### src/rtl/pscl_timer_pkg.sv
package pscl_timer_pkg;
  // Word offsets of the register window; software depends on them.
  localparam int unsigned OFS_CTRL   = 0;
  localparam int unsigned OFS_STATUS = 1;
  localparam int unsigned OFS_PSC    = 2;
  localparam int unsigned OFS_COUNT  = 3;

  // Control and status bit positions.
  localparam int unsigned CTRL_START_BIT = 0;
  localparam int unsigned CTRL_STOP_BIT  = 1;
  localparam int unsigned STAT_RUN_BIT   = 0;

  typedef enum logic [2:0] {
    SEL_NONE,
    SEL_CTRL,
    SEL_STATUS,
    SEL_PSC,
    SEL_COUNT
  } reg_sel_e;
endpackage

### src/rtl/pscl_timer_regfile.sv
module pscl_timer_regfile
  import pscl_timer_pkg::*;
#(
  parameter int unsigned DATA_W = 32,
  parameter int unsigned ADDR_W = 8,
  parameter int unsigned PSC_W  = 32,
  parameter int unsigned CNT_W  = 32
) (
  input  logic              clk,
  input  logic              rst,
  input  logic              cs,
  input  logic              we,
  input  logic [ADDR_W-1:0] addr,
  input  logic [DATA_W-1:0] wdata,
  input  logic              running,
  input  logic [CNT_W-1:0]  cnt_live,
  output logic [DATA_W-1:0] rdata,
  output logic              ready,
  output logic              start_req,
  output logic              stop_req,
  output logic [PSC_W-1:0]  psc_init,
  output logic [CNT_W-1:0]  cnt_init
);

  reg_sel_e sel;
  logic     wr_en;

  always_comb begin
    sel = SEL_NONE;
    if (addr == ADDR_W'(OFS_CTRL))   sel = SEL_CTRL;
    if (addr == ADDR_W'(OFS_STATUS)) sel = SEL_STATUS;
    if (addr == ADDR_W'(OFS_PSC))    sel = SEL_PSC;
    if (addr == ADDR_W'(OFS_COUNT))  sel = SEL_COUNT;
  end

  assign wr_en     = cs && we;
  assign ready     = cs;
  assign start_req = wr_en && (sel == SEL_CTRL) && wdata[CTRL_START_BIT];
  assign stop_req  = wr_en && (sel == SEL_CTRL) && wdata[CTRL_STOP_BIT];

  // Load registers: protected while the timer runs.
  always_ff @(posedge clk) begin
    if (rst) begin
      psc_init <= '0;
      cnt_init <= '0;
    end else if (wr_en && !running) begin
      if (sel == SEL_PSC)   psc_init <= wdata[PSC_W-1:0];
      if (sel == SEL_COUNT) cnt_init <= wdata[CNT_W-1:0];
    end
  end

  always_comb begin
    rdata = '0;
    if (cs && !we) begin
      unique case (sel)
        SEL_STATUS: rdata[STAT_RUN_BIT] = running;
        SEL_PSC:    rdata = DATA_W'(psc_init);
        SEL_COUNT:  rdata = running ? DATA_W'(cnt_live) : DATA_W'(cnt_init);
        default:    rdata = '0;
      endcase
    end
  end

  AST_INIT_FROZEN: assert property (@(posedge clk) disable iff (rst)
    $past(running) |-> ($stable(psc_init) && $stable(cnt_init)));

endmodule

### src/rtl/pscl_timer_ctrl.sv
module pscl_timer_ctrl (
  input  logic clk,
  input  logic rst,
  input  logic start_req,
  input  logic stop_req,
  input  logic expire,
  output logic running,
  output logic load
);

  logic start_ok;
  logic stop_ok;

  assign start_ok = start_req && !running;
  assign stop_ok  = stop_req && running;
  assign load     = start_ok;

  always_ff @(posedge clk) begin
    if (rst) begin
      running <= 1'b0;
    end else if (start_ok) begin
      running <= 1'b1;
    end else if (stop_ok || expire) begin
      running <= 1'b0;
    end
  end

  AST_START_ONLY_IDLE: assert property (@(posedge clk) disable iff (rst)
    $rose(running) |-> $past(start_req));

  AST_HALT_HAS_CAUSE: assert property (@(posedge clk) disable iff (rst)
    $fell(running) |-> $past(stop_req || expire));

endmodule

### src/rtl/pscl_timer_count.sv
module pscl_timer_count #(
  parameter int unsigned PSC_W = 32,
  parameter int unsigned CNT_W = 32
) (
  input  logic             clk,
  input  logic             rst,
  input  logic             load,
  input  logic             running,
  input  logic [PSC_W-1:0] psc_init,
  input  logic [CNT_W-1:0] cnt_init,
  output logic [CNT_W-1:0] cnt_live,
  output logic             expire
);

  logic [PSC_W-1:0] psc_q;
  logic [CNT_W-1:0] cnt_q;
  logic             psc_wrap;
  logic             cnt_zero;

  assign psc_wrap = (psc_q == '0);
  assign cnt_zero = (cnt_q == '0);
  assign expire   = running && cnt_zero;
  assign cnt_live = cnt_q;

  always_ff @(posedge clk) begin
    if (rst) begin
      psc_q <= '0;
      cnt_q <= '0;
    end else if (load) begin
      psc_q <= psc_init;
      cnt_q <= cnt_init;
    end else if (running && !cnt_zero) begin
      if (psc_wrap) begin
        psc_q <= psc_init;
        cnt_q <= cnt_q - 1'b1;
      end else begin
        psc_q <= psc_q - 1'b1;
      end
    end
  end

  AST_DEC_BY_ONE: assert property (@(posedge clk) disable iff (rst)
    (running && $past(running) && (cnt_q != $past(cnt_q)))
      |-> (cnt_q == $past(cnt_q) - 1'b1));

  AST_PSC_BOUND: assert property (@(posedge clk) disable iff (rst)
    running |-> (psc_q <= psc_init));

endmodule

### src/rtl/pscl_timer.sv
module pscl_timer #(
  parameter int unsigned DATA_W = 32,
  parameter int unsigned ADDR_W = 8,
  parameter int unsigned PSC_W  = 32,
  parameter int unsigned CNT_W  = 32
) (
  input  logic              clk,
  input  logic              rst,
  input  logic              cs,
  input  logic              we,
  input  logic [ADDR_W-1:0] addr,
  input  logic [DATA_W-1:0] wdata,
  output logic [DATA_W-1:0] rdata,
  output logic              ready
);

  logic             running;
  logic             load;
  logic             expire;
  logic             start_req;
  logic             stop_req;
  logic [PSC_W-1:0] psc_init;
  logic [CNT_W-1:0] cnt_init;
  logic [CNT_W-1:0] cnt_live;

  pscl_timer_regfile #(
    .DATA_W(DATA_W), .ADDR_W(ADDR_W), .PSC_W(PSC_W), .CNT_W(CNT_W)
  ) u_regs (
    .clk(clk), .rst(rst), .cs(cs), .we(we), .addr(addr), .wdata(wdata),
    .running(running), .cnt_live(cnt_live),
    .rdata(rdata), .ready(ready),
    .start_req(start_req), .stop_req(stop_req),
    .psc_init(psc_init), .cnt_init(cnt_init)
  );

  pscl_timer_ctrl u_ctrl (
    .clk(clk), .rst(rst),
    .start_req(start_req), .stop_req(stop_req), .expire(expire),
    .running(running), .load(load)
  );

  pscl_timer_count #(
    .PSC_W(PSC_W), .CNT_W(CNT_W)
  ) u_count (
    .clk(clk), .rst(rst), .load(load), .running(running),
    .psc_init(psc_init), .cnt_init(cnt_init),
    .cnt_live(cnt_live), .expire(expire)
  );

  AST_ZERO_HALTS: assert property (@(posedge clk) disable iff (rst)
    (running && (cnt_live == '0) && !load) |=> !running);

  AST_READY_ACCESS: assert property (@(posedge clk) disable iff (rst)
    (!cs) |-> (rdata == '0));

endmodule

### config.mk
export PLATFORM = sky130hd
export DESIGN_NAME = pscl_timer
export DESIGN_NICKNAME = d
export VERILOG_FILES = /design/src/rtl/pscl_timer_pkg.sv /design/src/rtl/pscl_timer_regfile.sv /design/src/rtl/pscl_timer_ctrl.sv /design/src/rtl/pscl_timer_count.sv /design/src/rtl/pscl_timer.sv
export SDC_FILE = /design/constraint.sdc
export NUM_CORES = 1
export LEC_CHECK = 0
export ABC_AREA = 1
export BUFFER_PORTS_ARGS = -buffer_cell sky130_fd_sc_hd__buf_2
export CAP_MARGIN = 20
export CORE_MARGIN = 2
export CORE_UTILIZATION = 43
export DETAILED_ROUTE_END_ITERATION = 7
export SLEW_MARGIN = 20
export SYNTH_ARGS = -nofsm -noshare
export SYNTH_HDL_FRONTEND = slang
export SYNTH_SLANG_ARGS = --single-unit
### constraint.sdc
create_clock -name clk -period 1.93 [get_ports clk]
set_clock_uncertainty 0.2 [all_clocks]
set_input_delay 0.386 -clock clk [delete_from_list [all_inputs] [get_ports clk]]
set_output_delay 0.386 -clock clk [all_outputs]
set_load 0.02 [all_outputs]
After elaboration in Yosys (flattened, before gate mapping)
Cells that the tools add are included.
{"block": "totals", "register_bits": 129, "out_inout_bits": 33, "elab_cells": 53, "in_bits": 44}
{"block": "op_classes", "n_eq_ne": 7, "reduce_logical": 23, "n_addsub": 2, "muxes": 16}
{"cell": "$mux W32", "count": 8}
{"cell": "$logic_not A32 Y1", "count": 2}
{"cell": "$sub A32 B1 Y32 const B", "count": 2}
{"cell": "$pmux W31 S2", "count": 1}
{"cell": "$eq A8 B2 Y1 const B", "count": 2}
{"cell": "$logic_and A1 B1 Y1", "count": 10}
{"cell": "$eq A8 B1 Y1 const B", "count": 1}
{"cell": "$logic_not A8 Y1", "count": 1}
{"cell": "$eq A3 B2 Y1 const B", "count": 2}
{"cell": "$reduce_and A2 Y1", "count": 3}
{"cell": "$reduce_bool A2 Y1", "count": 3}
{"cell": "$mux W2", "count": 2}
{"cell": "$eq A3 B1 Y1 const B", "count": 1}
{"cell": "$eq A3 B3 Y1 const B", "count": 1}
{"cell": "$logic_not A1 Y1", "count": 3}
{"cell": "$mux W1", "count": 3}
{"cell": "$mux W3", "count": 1}
{"cell": "$pmux W1 S3", "count": 1}
{"cell": "$logic_or A1 B1 Y1", "count": 1}

Logic depth before layout (Yosys ltp)
{"block": "logic_depth", "depth_word": 12, "mapped_depth": 12, "depth_no_buf": 12}

Cells and area by module
A second synthesis with hierarchy kept.
{"block": "unflattened", "cells_unflattened": 1483, "hier_area_um2": 8559.5}
{"module": "pscl_timer_count", "cells_each": 847, "seq_area_each_um2": 1281.2, "instances": 1, "area_per_inst_um2": 4795.8}
{"module": "pscl_timer_regfile", "cells_each": 628, "seq_area_each_um2": 1281.2, "instances": 1, "area_per_inst_um2": 3708.6}
{"module": "pscl_timer_ctrl", "cells_each": 8, "seq_area_each_um2": 20.0, "instances": 1, "area_per_inst_um2": 55.1}

Worst setup path before layout
Ideal clock, no wire load.
{"block": "synth_path", "path_kind": "input to output", "from": "input port addr[7]", "to": "output port rdata[10]", "required_ps": 1344, "n_path_buf": 1, "path_stages": 8, "slack_ps": -334, "t_arrival_ps": 1678, "cell_sequence": "nor2_1 > nand2_1 > nor2_2 > nand3_1 > clkinv_1 > clkbuf_1 > nand2_1 > a21oi_1"}
{"block": "synth_via", "elab_chain_len": 8, "word_cells_on_any_way": 12, "classes_between": "eq/ne: 5; mux: 6; reduce/logical: 1"}
{"element": "start: declaration", "line": "pscl_timer.sv:11", "source": "input logic [ADDR_W-1:0] addr,"}
{"element": "$logic_not A8 Y1", "line": "pscl_timer_regfile.sv:30", "source": "if (addr == ADDR_W'(OFS_CTRL)) sel = SEL_CTRL;"}
{"element": "$mux W1", "line": "pscl_timer_regfile.sv:30"}
{"element": "$mux W2", "line": "pscl_timer_regfile.sv:31", "source": "if (addr == ADDR_W'(OFS_STATUS)) sel = SEL_STATUS;"}
{"element": "$mux W2", "line": "pscl_timer_regfile.sv:32", "source": "if (addr == ADDR_W'(OFS_PSC)) sel = SEL_PSC;"}
{"element": "$mux W3 *", "line": "pscl_timer_regfile.sv:33", "source": "if (addr == ADDR_W'(OFS_COUNT)) sel = SEL_COUNT;"}
{"element": "$eq A3 B3 Y1 / $eq A3 B2 Y1 (equally long branches)", "line": "pscl_timer_regfile.sv:55", "source": "unique case (sel)"}
{"element": "$pmux W31 S2 *", "line": "pscl_timer_regfile.sv:55"}
{"element": "$mux W32 *", "line": "pscl_timer_regfile.sv:54", "source": "if (cs && !we) begin"}
{"element": "end: declaration", "line": "pscl_timer.sv:13", "source": "output logic [DATA_W-1:0] rdata,"}
Mark *: on every way between the ends. The rest lies on a longest branch, timed or not.

Worst setup path in the final report
{"block": "layout_path", "from": "register u_ctrl.running", "to": "output port rdata[9]"}
{"block": "layout_via", "elab_chain_len": 3}
{"element": "start: declaration", "line": "pscl_timer_ctrl.sv:7", "source": "output logic running,"}
{"element": "start signal: assignment", "line": "pscl_timer_ctrl.sv:20", "source": "running <= 1'b0;"}
{"element": "start signal: assignment", "line": "pscl_timer_ctrl.sv:22", "source": "running <= 1'b1;"}
{"element": "start signal: assignment", "line": "pscl_timer_ctrl.sv:24", "source": "running <= 1'b0;"}
{"element": "$mux W32", "line": "pscl_timer_regfile.sv:58", "source": "SEL_COUNT: rdata = running ? DATA_W'(cnt_live) : DATA_W'(cnt_init);"}
{"element": "$pmux W31 S2", "line": "pscl_timer_regfile.sv:55"}
{"element": "$mux W32", "line": "pscl_timer_regfile.sv:54"}
Every way passes these cells.

==> key figures <==
Die
  – I/O Pins: 77
  – Die Span Y: 140 microns
  – Initial core utilization: 44.1%
  – Core area: 18100 sq um
  – # rows: 49
  – Die W: 140 microns
  – Die area: 19700 sq um

Cells and area
  – Layout Nets: between 1.5k and 2k
  – Area growth syn-to-layout: 70.7%
  – Layout cells sized above 1: 43.8%
  – Filler Cell Count: 1303
  – Post-route insts no fill: around 1.9k
  – Number of diodes: 0
  – Finished Core Util: 75.3%

Placement
  – Routability Congestion: 0.943
  – Detailed placer's ending HPWL: 21.8 mm
  – Number of port buffers: 76
  – Placed cell count: between 1.5k and 2k

Routing
  – Vias: 10.3k
  – Final wirelength: approximately 35 mm
  – Initial DRC count: 916
  – DR DRC count: 0
  – Routed length per instance: 18.6 microns
  – Antenna Nets Post-Route: 0
  – DRT Pass-1 Iters: 5
  – Via density: approximately 5.5

Timing
  – Worst setup margin: -0.353 ns
  – Rel. slew slack: 72.4%
  – Unrepaired setup endpoints after global routing: true
  – Final hold violations: 0
  – Pins Over Slew Limit: 0
  – Setup violators final: between 90 and 100
  – FMAX: 0.438 GHz
  – Minimum clock period: 2.28 ns
  – Fin crit share: 118%
  – Slew of the pin with the lowest slew margin: 0.414 ns

Synthesis
  – Seq/Total Area, Yosys: between 30 and 40%
  – Netlist cell types: 39
  – Syn. warnings: 0
  – FF+latch count, synth: approximately 130
  – Post-Syn Area: 8010 sq um
  – Syn nets: 1375
  – Synth Area per Inst: 6.04 sq um
  – Mapped Cells: 1327

Clock tree
  – Inserted Clock Buffers: 17
  – Worst-path clk slew: 0.06 ns
  – Root Buffer: clkbuf_16
  – CTS Hold Bufs: 0
  – Worst-Skew Late Latency: 0.44 ns
  – CTS tree: yes
  – H-Tree Depth: 4
  – Largest buffer count on any clock path: 2
  – CTS sink count: 129

Outcome
  – Failing checks: setup timing
  – Status: finished, violations left

Worst setup path
  – R2R Setup Slk: -0.19 ns
  – Crit. End Element: output pin
  – WP data required: 1.34 ns
  – Setup CP Type: reg -> out
  – Crit path max fanout: 7
  – CP Launch Type: flip-flop
  – Crit path DAT: ~1.7 ns

Global route
  – GRT overflow: 0
  – GR met3 Demand/Resource: 5.13%
  – Initial antenna violation count: 0
  – Vias in the first global route: 9520
  – Largest net degree at the start of global routing: 59
  – First-pass GRT wire length: just over 50 mm
  – GR Util met1: 44.3%
  – Grt met2 use: 53.1%
  – Top Usage Layer GRT: met2
  – Tot GR Track Use: 32.6%

Worst hold path
  – Min-delay worst type: in -> reg

Power
  – Leak pwr: 6.34 nW
  – Peak VDD IR: 0.645 mV
  – PwrDens: 496 nW/um^2

Job
  – Max-cap violations: 0
power breakdown:
group | leakage [nW] | switching, mW | internal (mW)
sequential | 1.04 | 0.00185 | 2.66
clock | 0.319 | 1.33 | 2.40
combinational | 4.98 | 0.234 | 0.147
total | 6.34 | 1.57 | 5.21
what timing repair did:
item / CTS / global route
resized for setup: 190 / 352
setup endpoints to repair: 93 / 129
gates cloned: 12 / 10
pin swaps: 65 / 86
setup buffers: 31 / 18
per-layer routing:
| metal | up-vias | part of all wire, % |
|---|---|---|
| met4 | 0 | 3.1 |
| met2 | 549 | 47 |
| li1 | 4841 | - |
| met3 | 88 | 7.6 |
| met5 | - | 0 |
| met1 | 4793 | 42 |
cell usage after synthesis, drive strengths merged:
library cell | instances | area, sq um
nand3 | 69 | 350
o21bai | 1 | 7.51
xnor2 | 11 | 96.3
o211ai | 7 | 52.6
ha | 4 | 50.1
nand3b | 2 | 15.0
or2 | 1 | 6.26
nor3 | 8 | 45.0
xor2 | 17 | 149
nand2 | 352 | 1340
clkbuf | 41 | 154
and2 | 6 | 37.5
nor4 | 1 | 21.3
o2111ai | 1 | 8.76
nand4 | 10 | 75.1
nor2 | 240 | 953
clkinv | 1 | 3.75
o21ai | 157 | 812
a21oi | 118 | 591
a31o | 1 | 8.76
buf | 23 | 166
dfxtp | 129 | 2580
inv | 127 | 479
worst paths after layout:
check / start / endpoint / cells past startpoint
setup reg to reg: u_count.cnt_live[19] / u_count.cnt_live[23] / 12
setup / recovery: u_ctrl.running / rdata[9] / 6
hold / removal: wdata[2] / u_regs.psc_init[2] / 3
hold reg to reg: u_regs.cnt_init[30] / u_regs.cnt_init[30] / 2
cell usage in the layout, fill, tap and decap left out, types with 32 or more instances in the layout:
| cell | netlist | layout |
|---|---|---|
| nand2_1 | 347 | 241 |
| buf_4 | 4 | 179 |
| nor2_1 | 223 | 154 |
| dfxtp_1 | 129 | 119 |
| inv_1 | 121 | 110 |
| nand2_2 | 3 | 76 |
| o21ai_0 | 137 | 76 |
| a21oi_1 | 118 | 70 |
| buf_6 | 7 | 62 |
| nor2_2 | 15 | 57 |
| nand3_1 | 68 | 53 |
| buf_2 | 10 | 42 |
| o21ai_1 | 17 | 35 |
| nand2_4 | 2 | 32 |
state kept, by name (all words and copies together) (netlist names):
| signal | count |
|---|---|
| u_ctrl.running | 1 |
| u_regs.psc_init | 32 |
| u_count.cnt_live | 32 |
| u_regs.cnt_init | 32 |
| u_count.psc_q | 32 |
cell families after synthesis:
logic type,share of synthesized area [%]
flops,32.2
simple gates,35.6
compound gates,18.5
buf+inv,10.0
fa+ha+maj,0.625
xor+xnor,3.06
layout make-up:
cell class                      count  area [sq um]  share of cell area (%)
Clock buffer                       20           467                    3.41
Inverter                          128           517                    3.78
Clock inverter                     12           204                    1.49
Sequential cell                   129          2600                    19.0
Timing Repair inverter              2          18.8                   0.137
Multi-Input combinational cell   1006          6230                    45.6
Tap cell                          229           287                    2.10
Timing Repair Buffer              333          3350                    24.5
critical path: stages (launching register included):
cell and delay, ns:
dfxtp_4 0.37, buf_8 0.15, clkbuf_16 0.18, o21ai_2 0.21, nand2_2 0.09, a21oi_4 0.11
buf_4 0.15
per-stage QoR:
step                      setup TNS (ns)  hold slack (ns)  power (mW)  instance area, sq um  setup WS, ns
after floorplan                    -1.26            0.236        2.87                  8460       -0.0545
after global placement            -23.73            0.258        3.04                 10500        -0.304
after detailed placement          -26.95            0.261        3.04                 10500        -0.335
after CTS                         -15.90           0.0372        6.73                 12300        -0.351
after global routing              -22.73           0.0389        6.93                 13700        -0.374
final                             -14.84           0.0383        6.78                 13700        -0.353
No activity file was read; power rests on OpenSTA's default activity.
